==> config.mk <==
export PLATFORM = sky130hd
export DESIGN_NAME = mw_eeprom_slave
export DESIGN_NICKNAME = d
export VERILOG_FILES = /design/src/rtl/mw_eeprom_pkg.sv /design/src/rtl/mw_prog_timer.sv /design/src/rtl/mw_word_store.sv /design/src/rtl/mw_serial_ctrl.sv /design/src/rtl/mw_eeprom_slave.sv
export SDC_FILE = /design/constraint.sdc
export NUM_CORES = 2
export LEC_CHECK = 0
export CAP_MARGIN = 20
export CORE_UTILIZATION = 60
export CTS_CLUSTER_DIAMETER = 40
export DETAILED_ROUTE_END_ITERATION = 8
export PLACE_DENSITY = 0.73
export REMOVE_ABC_BUFFERS = 1
export SYNTH_ARGS = -nofsm -noshare
export SYNTH_HDL_FRONTEND = slang
export SYNTH_SLANG_ARGS = --single-unit
==> constraint.sdc <==
create_clock -name clk -period 2.65 [get_ports clk]
set_input_delay 0.6625 -clock clk [delete_from_list [all_inputs] [get_ports clk]]
set_output_delay 0.6625 -clock clk [all_outputs]
set_load 0.05 [all_outputs]
==> src/rtl/mw_eeprom_pkg.sv <==
package mw_eeprom_pkg;

    typedef enum logic [2:0] {
        PH_IDLE,
        PH_OPC,
        PH_ADDR,
        PH_DATA,
        PH_READ,
        PH_DONE
    } phase_e;

    localparam logic [1:0] OPC_CTRL  = 2'b00;
    localparam logic [1:0] OPC_WRITE = 2'b01;
    localparam logic [1:0] OPC_READ  = 2'b10;
    localparam logic [1:0] OPC_ERASE = 2'b11;

    localparam logic [1:0] SUB_WDIS = 2'b00;
    localparam logic [1:0] SUB_WALL = 2'b01;
    localparam logic [1:0] SUB_ERAL = 2'b10;
    localparam logic [1:0] SUB_WEN  = 2'b11;

endpackage

==> src/rtl/mw_prog_timer.sv <==
module mw_prog_timer #(
    parameter int WR_CYCLES = 32
) (
    input  logic clk,
    input  logic rst_n,
    input  logic start,
    output logic busy,
    output logic done
);
    localparam int CW = $clog2(WR_CYCLES + 1);

    typedef struct packed {
        logic          busy;
        logic [CW-1:0] cnt;
    } tmr_t;

    tmr_t tmr_q, tmr_d;

    assign busy = tmr_q.busy;
    assign done = tmr_q.busy && (tmr_q.cnt == '0);

    always_comb begin
        tmr_d = tmr_q;
        if (done) begin
            tmr_d.busy = 1'b0;
        end else if (tmr_q.busy) begin
            tmr_d.cnt = tmr_q.cnt - 1'b1;
        end else if (start) begin
            tmr_d.busy = 1'b1;
            tmr_d.cnt  = CW'(WR_CYCLES - 1);
        end
    end

    always_ff @(posedge clk or negedge rst_n) begin
        if (!rst_n) tmr_q <= '0;
        else        tmr_q <= tmr_d;
    end
endmodule

==> src/rtl/mw_word_store.sv <==
module mw_word_store #(
    parameter int ADDR_W = 6,
    parameter int DATA_W = 16
) (
    input  logic              clk,
    input  logic              rst_n,
    input  logic              wr_one,
    input  logic              wr_all,
    input  logic [ADDR_W-1:0] waddr,
    input  logic [DATA_W-1:0] wdata,
    input  logic [ADDR_W-1:0] raddr,
    output logic [DATA_W-1:0] rdata
);
    localparam int DEPTH = 1 << ADDR_W;

    logic [DATA_W-1:0] mem_q [DEPTH];
    logic [DATA_W-1:0] mem_d [DEPTH];

    for (genvar i = 0; i < DEPTH; i++) begin : g_word
        always_comb begin
            mem_d[i] = mem_q[i];
            if (wr_all || (wr_one && (waddr == ADDR_W'(i)))) mem_d[i] = wdata;
        end

        always_ff @(posedge clk or negedge rst_n) begin
            if (!rst_n) mem_q[i] <= '0;
            else        mem_q[i] <= mem_d[i];
        end
    end

    assign rdata = mem_q[raddr];
endmodule

==> src/rtl/mw_serial_ctrl.sv <==
module mw_serial_ctrl
    import mw_eeprom_pkg::*;
#(
    parameter int ADDR_W  = 6,
    parameter int DATA_W  = 16,
    parameter int CSL_MIN = 4
) (
    input  logic              clk,
    input  logic              rst_n,
    input  logic              cs,
    input  logic              sk,
    input  logic              di,
    input  logic              busy,
    input  logic [DATA_W-1:0] rd_word,
    output logic [ADDR_W-1:0] rd_addr,
    output logic              do_o,
    output logic              do_en,
    output logic              wen,
    output logic              prog_req,
    output logic              prog_all,
    output logic [ADDR_W-1:0] prog_addr,
    output logic [DATA_W-1:0] prog_data
);
    localparam int MAXB  = (DATA_W > ADDR_W) ? DATA_W : ADDR_W;
    localparam int CNT_W = $clog2(MAXB + 1);
    localparam int LOW_W = $clog2(CSL_MIN + 1);
    localparam logic [CNT_W-1:0] ADDR_LAST = CNT_W'(ADDR_W - 1);
    localparam logic [CNT_W-1:0] DATA_LAST = CNT_W'(DATA_W - 1);

    typedef struct packed {
        phase_e            phase;
        logic [CNT_W-1:0]  cnt;
        logic [1:0]        opc;
        logic [ADDR_W-1:0] addr;
        logic [DATA_W-1:0] sreg;
        logic              dout;
        logic              doe;
        logic              wen;
        logic              status;
        logic              skip;
        logic              pend;
        logic              pall;
        logic              req;
        logic [LOW_W-1:0]  lowcnt;
        logic              sk_prev;
        logic              cs_prev;
    } ctl_t;

    ctl_t ctl_q, ctl_d;
    logic              sk_rise;
    logic [ADDR_W-1:0] addr_nxt;
    logic [DATA_W-1:0] word;

    assign sk_rise  = sk && !ctl_q.sk_prev;
    assign addr_nxt = {ctl_q.addr[ADDR_W-2:0], di};

    always_comb begin
        ctl_d         = ctl_q;
        ctl_d.sk_prev = sk;
        ctl_d.cs_prev = cs;
        ctl_d.req     = 1'b0;
        word          = (ctl_q.cnt == '0) ? rd_word : ctl_q.sreg;

        if (!cs) begin
            // deselected: float the pin, release a complete write
            ctl_d.phase  = PH_IDLE;
            ctl_d.cnt    = '0;
            ctl_d.doe    = 1'b0;
            ctl_d.status = 1'b0;
            ctl_d.skip   = 1'b0;
            ctl_d.pend   = 1'b0;
            if (ctl_q.cs_prev && ctl_q.pend) ctl_d.req = 1'b1;
            if (ctl_q.lowcnt != LOW_W'(CSL_MIN)) ctl_d.lowcnt = ctl_q.lowcnt + 1'b1;
        end else if (!ctl_q.cs_prev) begin
            // new selection: qualify it and decide on status polling
            ctl_d.skip   = (ctl_q.lowcnt < LOW_W'(CSL_MIN));
            ctl_d.status = busy;
            ctl_d.doe    = busy;
            ctl_d.dout   = 1'b0;
            ctl_d.lowcnt = '0;
        end else if (ctl_q.status) begin
            ctl_d.doe  = 1'b1;
            ctl_d.dout = !busy;
        end else if (!ctl_q.skip && sk_rise) begin
            unique case (ctl_q.phase)
                PH_IDLE: begin
                    if (di) begin
                        ctl_d.phase = PH_OPC;
                        ctl_d.cnt   = '0;
                    end
                end
                PH_OPC: begin
                    ctl_d.opc = {ctl_q.opc[0], di};
                    if (ctl_q.cnt == CNT_W'(1)) begin
                        ctl_d.phase = PH_ADDR;
                        ctl_d.cnt   = '0;
                    end else begin
                        ctl_d.cnt = ctl_q.cnt + 1'b1;
                    end
                end
                PH_ADDR: begin
                    ctl_d.addr = addr_nxt;
                    ctl_d.cnt  = ctl_q.cnt + 1'b1;
                    if (ctl_q.cnt == ADDR_LAST) begin
                        ctl_d.cnt   = '0;
                        ctl_d.phase = PH_DONE;
                        unique case (ctl_q.opc)
                            OPC_READ: begin
                                ctl_d.phase = PH_READ;
                                ctl_d.doe   = 1'b1;
                                ctl_d.dout  = 1'b0;
                            end
                            OPC_WRITE: begin
                                ctl_d.phase = PH_DATA;
                                ctl_d.pall  = 1'b0;
                            end
                            OPC_CTRL: begin
                                unique case (addr_nxt[ADDR_W-1 -: 2])
                                    SUB_WEN:  ctl_d.wen = 1'b1;
                                    SUB_WDIS: ctl_d.wen = 1'b0;
                                    SUB_WALL: begin
                                        ctl_d.phase = PH_DATA;
                                        ctl_d.pall  = 1'b1;
                                    end
                                    SUB_ERAL: ctl_d.phase = PH_DONE;
                                endcase
                            end
                            OPC_ERASE: ctl_d.phase = PH_DONE;
                        endcase
                    end
                end
                PH_DATA: begin
                    ctl_d.sreg = {ctl_q.sreg[DATA_W-2:0], di};
                    ctl_d.cnt  = ctl_q.cnt + 1'b1;
                    if (ctl_q.cnt == DATA_LAST) begin
                        ctl_d.pend  = ctl_q.wen;
                        ctl_d.phase = PH_DONE;
                    end
                end
                PH_READ: begin
                    ctl_d.dout = word[DATA_W-1];
                    ctl_d.sreg = {word[DATA_W-2:0], 1'b0};
                    ctl_d.cnt  = ctl_q.cnt + 1'b1;
                    if (ctl_q.cnt == DATA_LAST) ctl_d.phase = PH_DONE;
                end
                PH_DONE: ctl_d.phase = PH_DONE;
                default: ctl_d.phase = PH_IDLE;
            endcase
        end
    end

    always_ff @(posedge clk or negedge rst_n) begin
        if (!rst_n) begin
            ctl_q        <= '0;
            ctl_q.lowcnt <= LOW_W'(CSL_MIN);
        end else begin
            ctl_q <= ctl_d;
        end
    end

    assign rd_addr   = ctl_q.addr;
    assign do_o      = ctl_q.dout;
    assign do_en     = ctl_q.doe;
    assign wen       = ctl_q.wen;
    assign prog_req  = ctl_q.req;
    assign prog_all  = ctl_q.pall;
    assign prog_addr = ctl_q.addr;
    assign prog_data = ctl_q.sreg;
endmodule

==> src/rtl/mw_eeprom_slave.sv <==
module mw_eeprom_slave #(
    parameter int ADDR_W    = 6,
    parameter int DATA_W    = 16,
    parameter int WR_CYCLES = 32,
    parameter int CSL_MIN   = 4
) (
    input  logic clk,
    input  logic rst_n,
    input  logic cs,
    input  logic sk,
    input  logic di,
    output logic do_o,
    output logic do_en
);
    logic              prog_busy;
    logic              prog_done;
    logic              prog_req;
    logic              prog_all;
    logic              wr_enabled;
    logic [ADDR_W-1:0] rd_addr;
    logic [ADDR_W-1:0] prog_addr;
    logic [DATA_W-1:0] prog_data;
    logic [DATA_W-1:0] rd_word;

    mw_serial_ctrl #(
        .ADDR_W (ADDR_W),
        .DATA_W (DATA_W),
        .CSL_MIN(CSL_MIN)
    ) u_ctrl (
        .clk      (clk),
        .rst_n    (rst_n),
        .cs       (cs),
        .sk       (sk),
        .di       (di),
        .busy     (prog_busy),
        .rd_word  (rd_word),
        .rd_addr  (rd_addr),
        .do_o     (do_o),
        .do_en    (do_en),
        .wen      (wr_enabled),
        .prog_req (prog_req),
        .prog_all (prog_all),
        .prog_addr(prog_addr),
        .prog_data(prog_data)
    );

    mw_prog_timer #(
        .WR_CYCLES(WR_CYCLES)
    ) u_timer (
        .clk  (clk),
        .rst_n(rst_n),
        .start(prog_req),
        .busy (prog_busy),
        .done (prog_done)
    );

    mw_word_store #(
        .ADDR_W(ADDR_W),
        .DATA_W(DATA_W)
    ) u_store (
        .clk   (clk),
        .rst_n (rst_n),
        .wr_one(prog_done && !prog_all),
        .wr_all(prog_done && prog_all),
        .waddr (prog_addr),
        .wdata (prog_data),
        .raddr (rd_addr),
        .rdata (rd_word)
    );
endmodule

==> reports/summary.txt <==
result of the run = finished with violations
violated checks = setup timing
post-route minimum period = 2680 ps
die height = 290 um
area added between synthesis and finish = 17.1%
worst supply voltage drop on vdd = 855 uV
Port Buffer Count = 6
row count = 105
Switching Power = 8.28 mW
share of the synthesized area in the top cell type = 53.9%
Clock Path Buffers = 3
fillcell total = 5191
Starting DRT DRC Count = 2501
clock tree from TritonCTS = built
combined area of all synthesized cells = 49900 um^2
async set or reset register ratio after synthesis = 100%
TritonCTS buffer count = 141
Pins Over Slew Limit = 0
CP max FO = 13
number of buffer and inverter instances along the worst setup path = 2
number of flops mapped to enable cells by yosys = 0
post-placement cell area = 53200 um^2
DRC = 0
post-layout instance area = 58400 um^2
share of cells above drive strength 1 = 50.5%
Crit path required time = 3250 ps
Initial Util = 60.7%
first-pass GRT wire length = 203 mm
CP Launch Type = flop
Hold Slack = 466 ps
pin slew with the least headroom to its limit = 762 ps
Core Area = 82200 um^2
register-to-register setup slack = -30 ps
DR vias = 30000
synth unique cells = 69
number of antenna violations at the first check in global routing = 0
design internal power = 28.7 mW
floorplan die width = 290 um
fin crit share = 101%
Worst Setup Slack, final = -26.1 ps
cell type with the largest total area after synthesis = sky130_fd_sc_hd__dfrtp_1
share of synthesized area occupied by flip-flops and latches = 54.0%
fmax = 374 MHz
post-synthesis instance total = 3275
r2r worst-path depth = 7
pin count of the biggest net entering global routing = 108
post-detailed-route via-to-cell ratio = 6.54
clk_skew = 31.5 ps
insertion delay to the later sink of the worst-skew pair = 740 ps
detailed-route wire length per cell = 28.6 um
layout net count = 3403
min-delay worst type = primary input to async pin
switching power as a share of total power = 22.4%
flop and latch count out of synthesis = 1076
vias in the first global route = 32600
Crit Reg-Reg Endpoint = u_ctrl.prog_data[4]
Logic pwr share = 2.1%
Critical R2R Launch = u_ctrl.prog_addr[1]
GP Congestion = 0.930
number of clock sinks seen by CTS = 1076
CTS root buf = sky130_fd_sc_hd__clkbuf_16
remaining max-slew budget at the tightest pin = 49.2%
hold violation total from the final report = 0
clock transition at the registers of the reported paths = 60 ps
unrepaired setup endpoints after global routing = true
delay of the slowest cell on the worst path = 520 ps
Max Cap Violations = 0
critical path start-end classification = flop to flop
gate family responsible for the most delay along the worst path = multiplexers
Seq pwr share = 44.9%
primary flip-flop cell chosen by synthesis mapping = sky130_fd_sc_hd__dfrtp_1
Detail Route Antenna Nets = 0
Lkg Pwr = 27.3 nW
multi-input combinational cell area = 21500 um^2
number of iterations in the first detailed-routing pass = 5
number of setup violations in the final report = 4
Post-Route WL = 131 mm
H-tree levels = 4
register cell area after layout = 27000 um^2
number of warnings reported in the yosys synthesis log = 0
part of the total power dissipated in the clock network = 53.0%
cell breakdown of the critical path = buf_12 -> buf_4 -> mux4_2 -> mux4_2 -> a21oi_1 -> or3_1 -> a21oi_1
top post-synthesis cells by area = sky130_fd_sc_hd__dfrtp_1, sky130_fd_sc_hd__mux2_2, sky130_fd_sc_hd__mux4_2, sky130_fd_sc_hd__mux2_1, sky130_fd_sc_hd__mux2i_1
Synth Area per Inst = 15.2 um^2
Critical Path Slowest Stage Cell = sky130_fd_sc_hd__mux4_2
PD cells = 633 nW/um^2
overall die area = 84300 um^2
aggregate global routing overflow = 0
Setup crit end kind = flop
ports placed on the boundary = 7
DP Wirelength = 81.8 mm
total track usage = 32.0%
arrival time worst endpoint = 3280 ps
[layer usage]
metal	vias up	routed length [um]	global-route usage [%]
met2	952	63700	50.7
met5	-	0	0
met3	240	7530	5.97
met1	16300	55400	44.5
met4	0	4350	12.2
li1	12400	-	-
[per-stage QoR]
step	util [%]	power [mW]	TNS, ps	instances	worst slack [ps]
final	71.1	37.0	-89.2	4578	-26.1
after global routing	71.1	38.1	-213	4577	-61.8
after CTS	70.7	37.3	-1.24	4566	-1.24
after detailed placement	64.7	17.7	-3080	4301	-188
after global placement	64.7	17.6	-1530	4301	-186
after floorplan	-	17.1	-8393720	2974	-9480
[power by group through the flow]
stage	clock [mW]	combinational (mW)	sequential (mW)
2_1_floorplan	0	0.216	16.9
3_3_place_gp	0	0.733	16.9
3_5_place_dp	0	0.787	16.9
4_1_cts	19.9	0.798	16.6
5_1_grt	20.6	0.882	16.6
6_report	19.6	0.772	16.6
[cell usage after synthesis, drive strengths merged, types with 5 or more instances]
cell type / n
dfrtp: 1075
mux2: 1034
mux4: 247
clkbuf: 161
buf: 140
o21ai: 110
nand2: 91
mux2i: 85
a22oi: 69
nand3: 40
a21oi: 36
nor2: 30
nor3: 25
inv: 16
nor2b: 13
and2: 9
ha: 9
nand2b: 7
nor4: 6
o21a: 6
and3: 5
nand4: 5
or3: 5
[flip-flops by register name, indices dropped and copies added, names as in the netlist, 6 cells and up]
| name | count |
|---|---|
| u_ctrl.prog_data | 16 |
| u_ctrl.ctl_q | 18 |
| u_store.mem_q | 1024 |
| u_timer.tmr_q | 6 |
| u_ctrl.prog_addr | 6 |
[worst max path at each step]
stage,slack (ps),to,cells after the start,from
floorplan,-9480,u_store.mem_q[842],3,u_ctrl.prog_addr[1]
global placement,-190,u_ctrl.ctl_q[40],6,sk
detailed placement,-190,u_ctrl.prog_addr[0],6,sk
CTS,-1,u_ctrl.prog_data[1],7,u_ctrl.prog_addr[1]
global route,-60,u_ctrl.prog_data[1],7,u_ctrl.prog_addr[1]
finish,-30,u_ctrl.prog_data[4],7,u_ctrl.prog_addr[1]
[cell usage in the layout (no fill, tap or decap), types with 5 or more instances in the layout]
| cell | count |
|---|---|
| sky130_fd_sc_hd__dfrtp_1 | 1055 |
| sky130_fd_sc_hd__mux2_2 | 894 |
| sky130_fd_sc_hd__mux4_2 | 247 |
| sky130_fd_sc_hd__clkbuf_16 | 143 |
| sky130_fd_sc_hd__mux2_1 | 137 |
| sky130_fd_sc_hd__buf_4 | 132 |
| sky130_fd_sc_hd__buf_12 | 128 |
| sky130_fd_sc_hd__nand2_1 | 89 |
| sky130_fd_sc_hd__mux2i_1 | 84 |
| sky130_fd_sc_hd__a22oi_1 | 69 |
| sky130_fd_sc_hd__o21ai_2 | 47 |
| sky130_fd_sc_hd__o21ai_0 | 36 |
| sky130_fd_sc_hd__a21oi_1 | 35 |
| sky130_fd_sc_hd__nand3_1 | 35 |
| sky130_fd_sc_hd__nor2_1 | 27 |
| sky130_fd_sc_hd__clkinv_2 | 22 |
| sky130_fd_sc_hd__nor3_1 | 21 |
| sky130_fd_sc_hd__inv_6 | 21 |
| sky130_fd_sc_hd__dfrtp_2 | 17 |
| sky130_fd_sc_hd__inv_1 | 16 |
| sky130_fd_sc_hd__bufinv_16 | 16 |
| sky130_fd_sc_hd__clkinvlp_4 | 15 |
| sky130_fd_sc_hd__o21ai_1 | 14 |
| sky130_fd_sc_hd__o21ai_4 | 13 |
| sky130_fd_sc_hd__clkbuf_1 | 13 |
| sky130_fd_sc_hd__clkbuf_8 | 11 |
| sky130_fd_sc_hd__clkinv_4 | 11 |
| sky130_fd_sc_hd__nor2b_1 | 10 |
| sky130_fd_sc_hd__ha_1 | 9 |
| sky130_fd_sc_hd__and2_1 | 7 |
| sky130_fd_sc_hd__nand2b_1 | 7 |
| sky130_fd_sc_hd__and3_1 | 5 |
| sky130_fd_sc_hd__nand3_2 | 5 |
| sky130_fd_sc_hd__or3_1 | 5 |
| sky130_fd_sc_hd__nand4_1 | 5 |
| sky130_fd_sc_hd__o21a_1 | 5 |
| sky130_fd_sc_hd__nor4_1 | 5 |
| sky130_fd_sc_hd__clkdlybuf4s50_1 | 5 |
[timing repair]
| action | CTS | global route |
|---|---|---|
| hold buffers | 1 | 0 |
| resized for setup | 3 | 19 |
| endpoints found under the setup margin | 115 | 33 |
| endpoints found under the hold margin | 21 | 0 |
| setup buffers | 3 | 1 |
| pin swaps | 1 | 1 |
[cell families (layout without fill, tap and decap cells)]
family                     count (synthesis)  in the layout  synth area share (%)
buffers and inverters                    317            549                  3.20
DFF                                     1076           1076                  54.0
xor gates and xnor gates                   2              2                0.0351
AOI/OAI and AO/OA                        259            259                  3.90
other                                      0              1                     0
adders and majority gates                  9              9                 0.226
muxes                                   1366           1366                  36.2
and+or+nand+nor                          246            246                  2.47
[layout make-up]
class                           count  area share, %
Sequential cell                  1076           46.1
Multi-Input combinational cell   1882           36.7
Clock buffer                      167           6.47
Timing Repair Buffer              272           6.33
Tap cell                         1070           2.29
Clock inverter                     94           1.94
Inverter                           16          0.103
Antenna cell                        1        0.00428
Note: power is estimated with default switching activity, not from simulation.
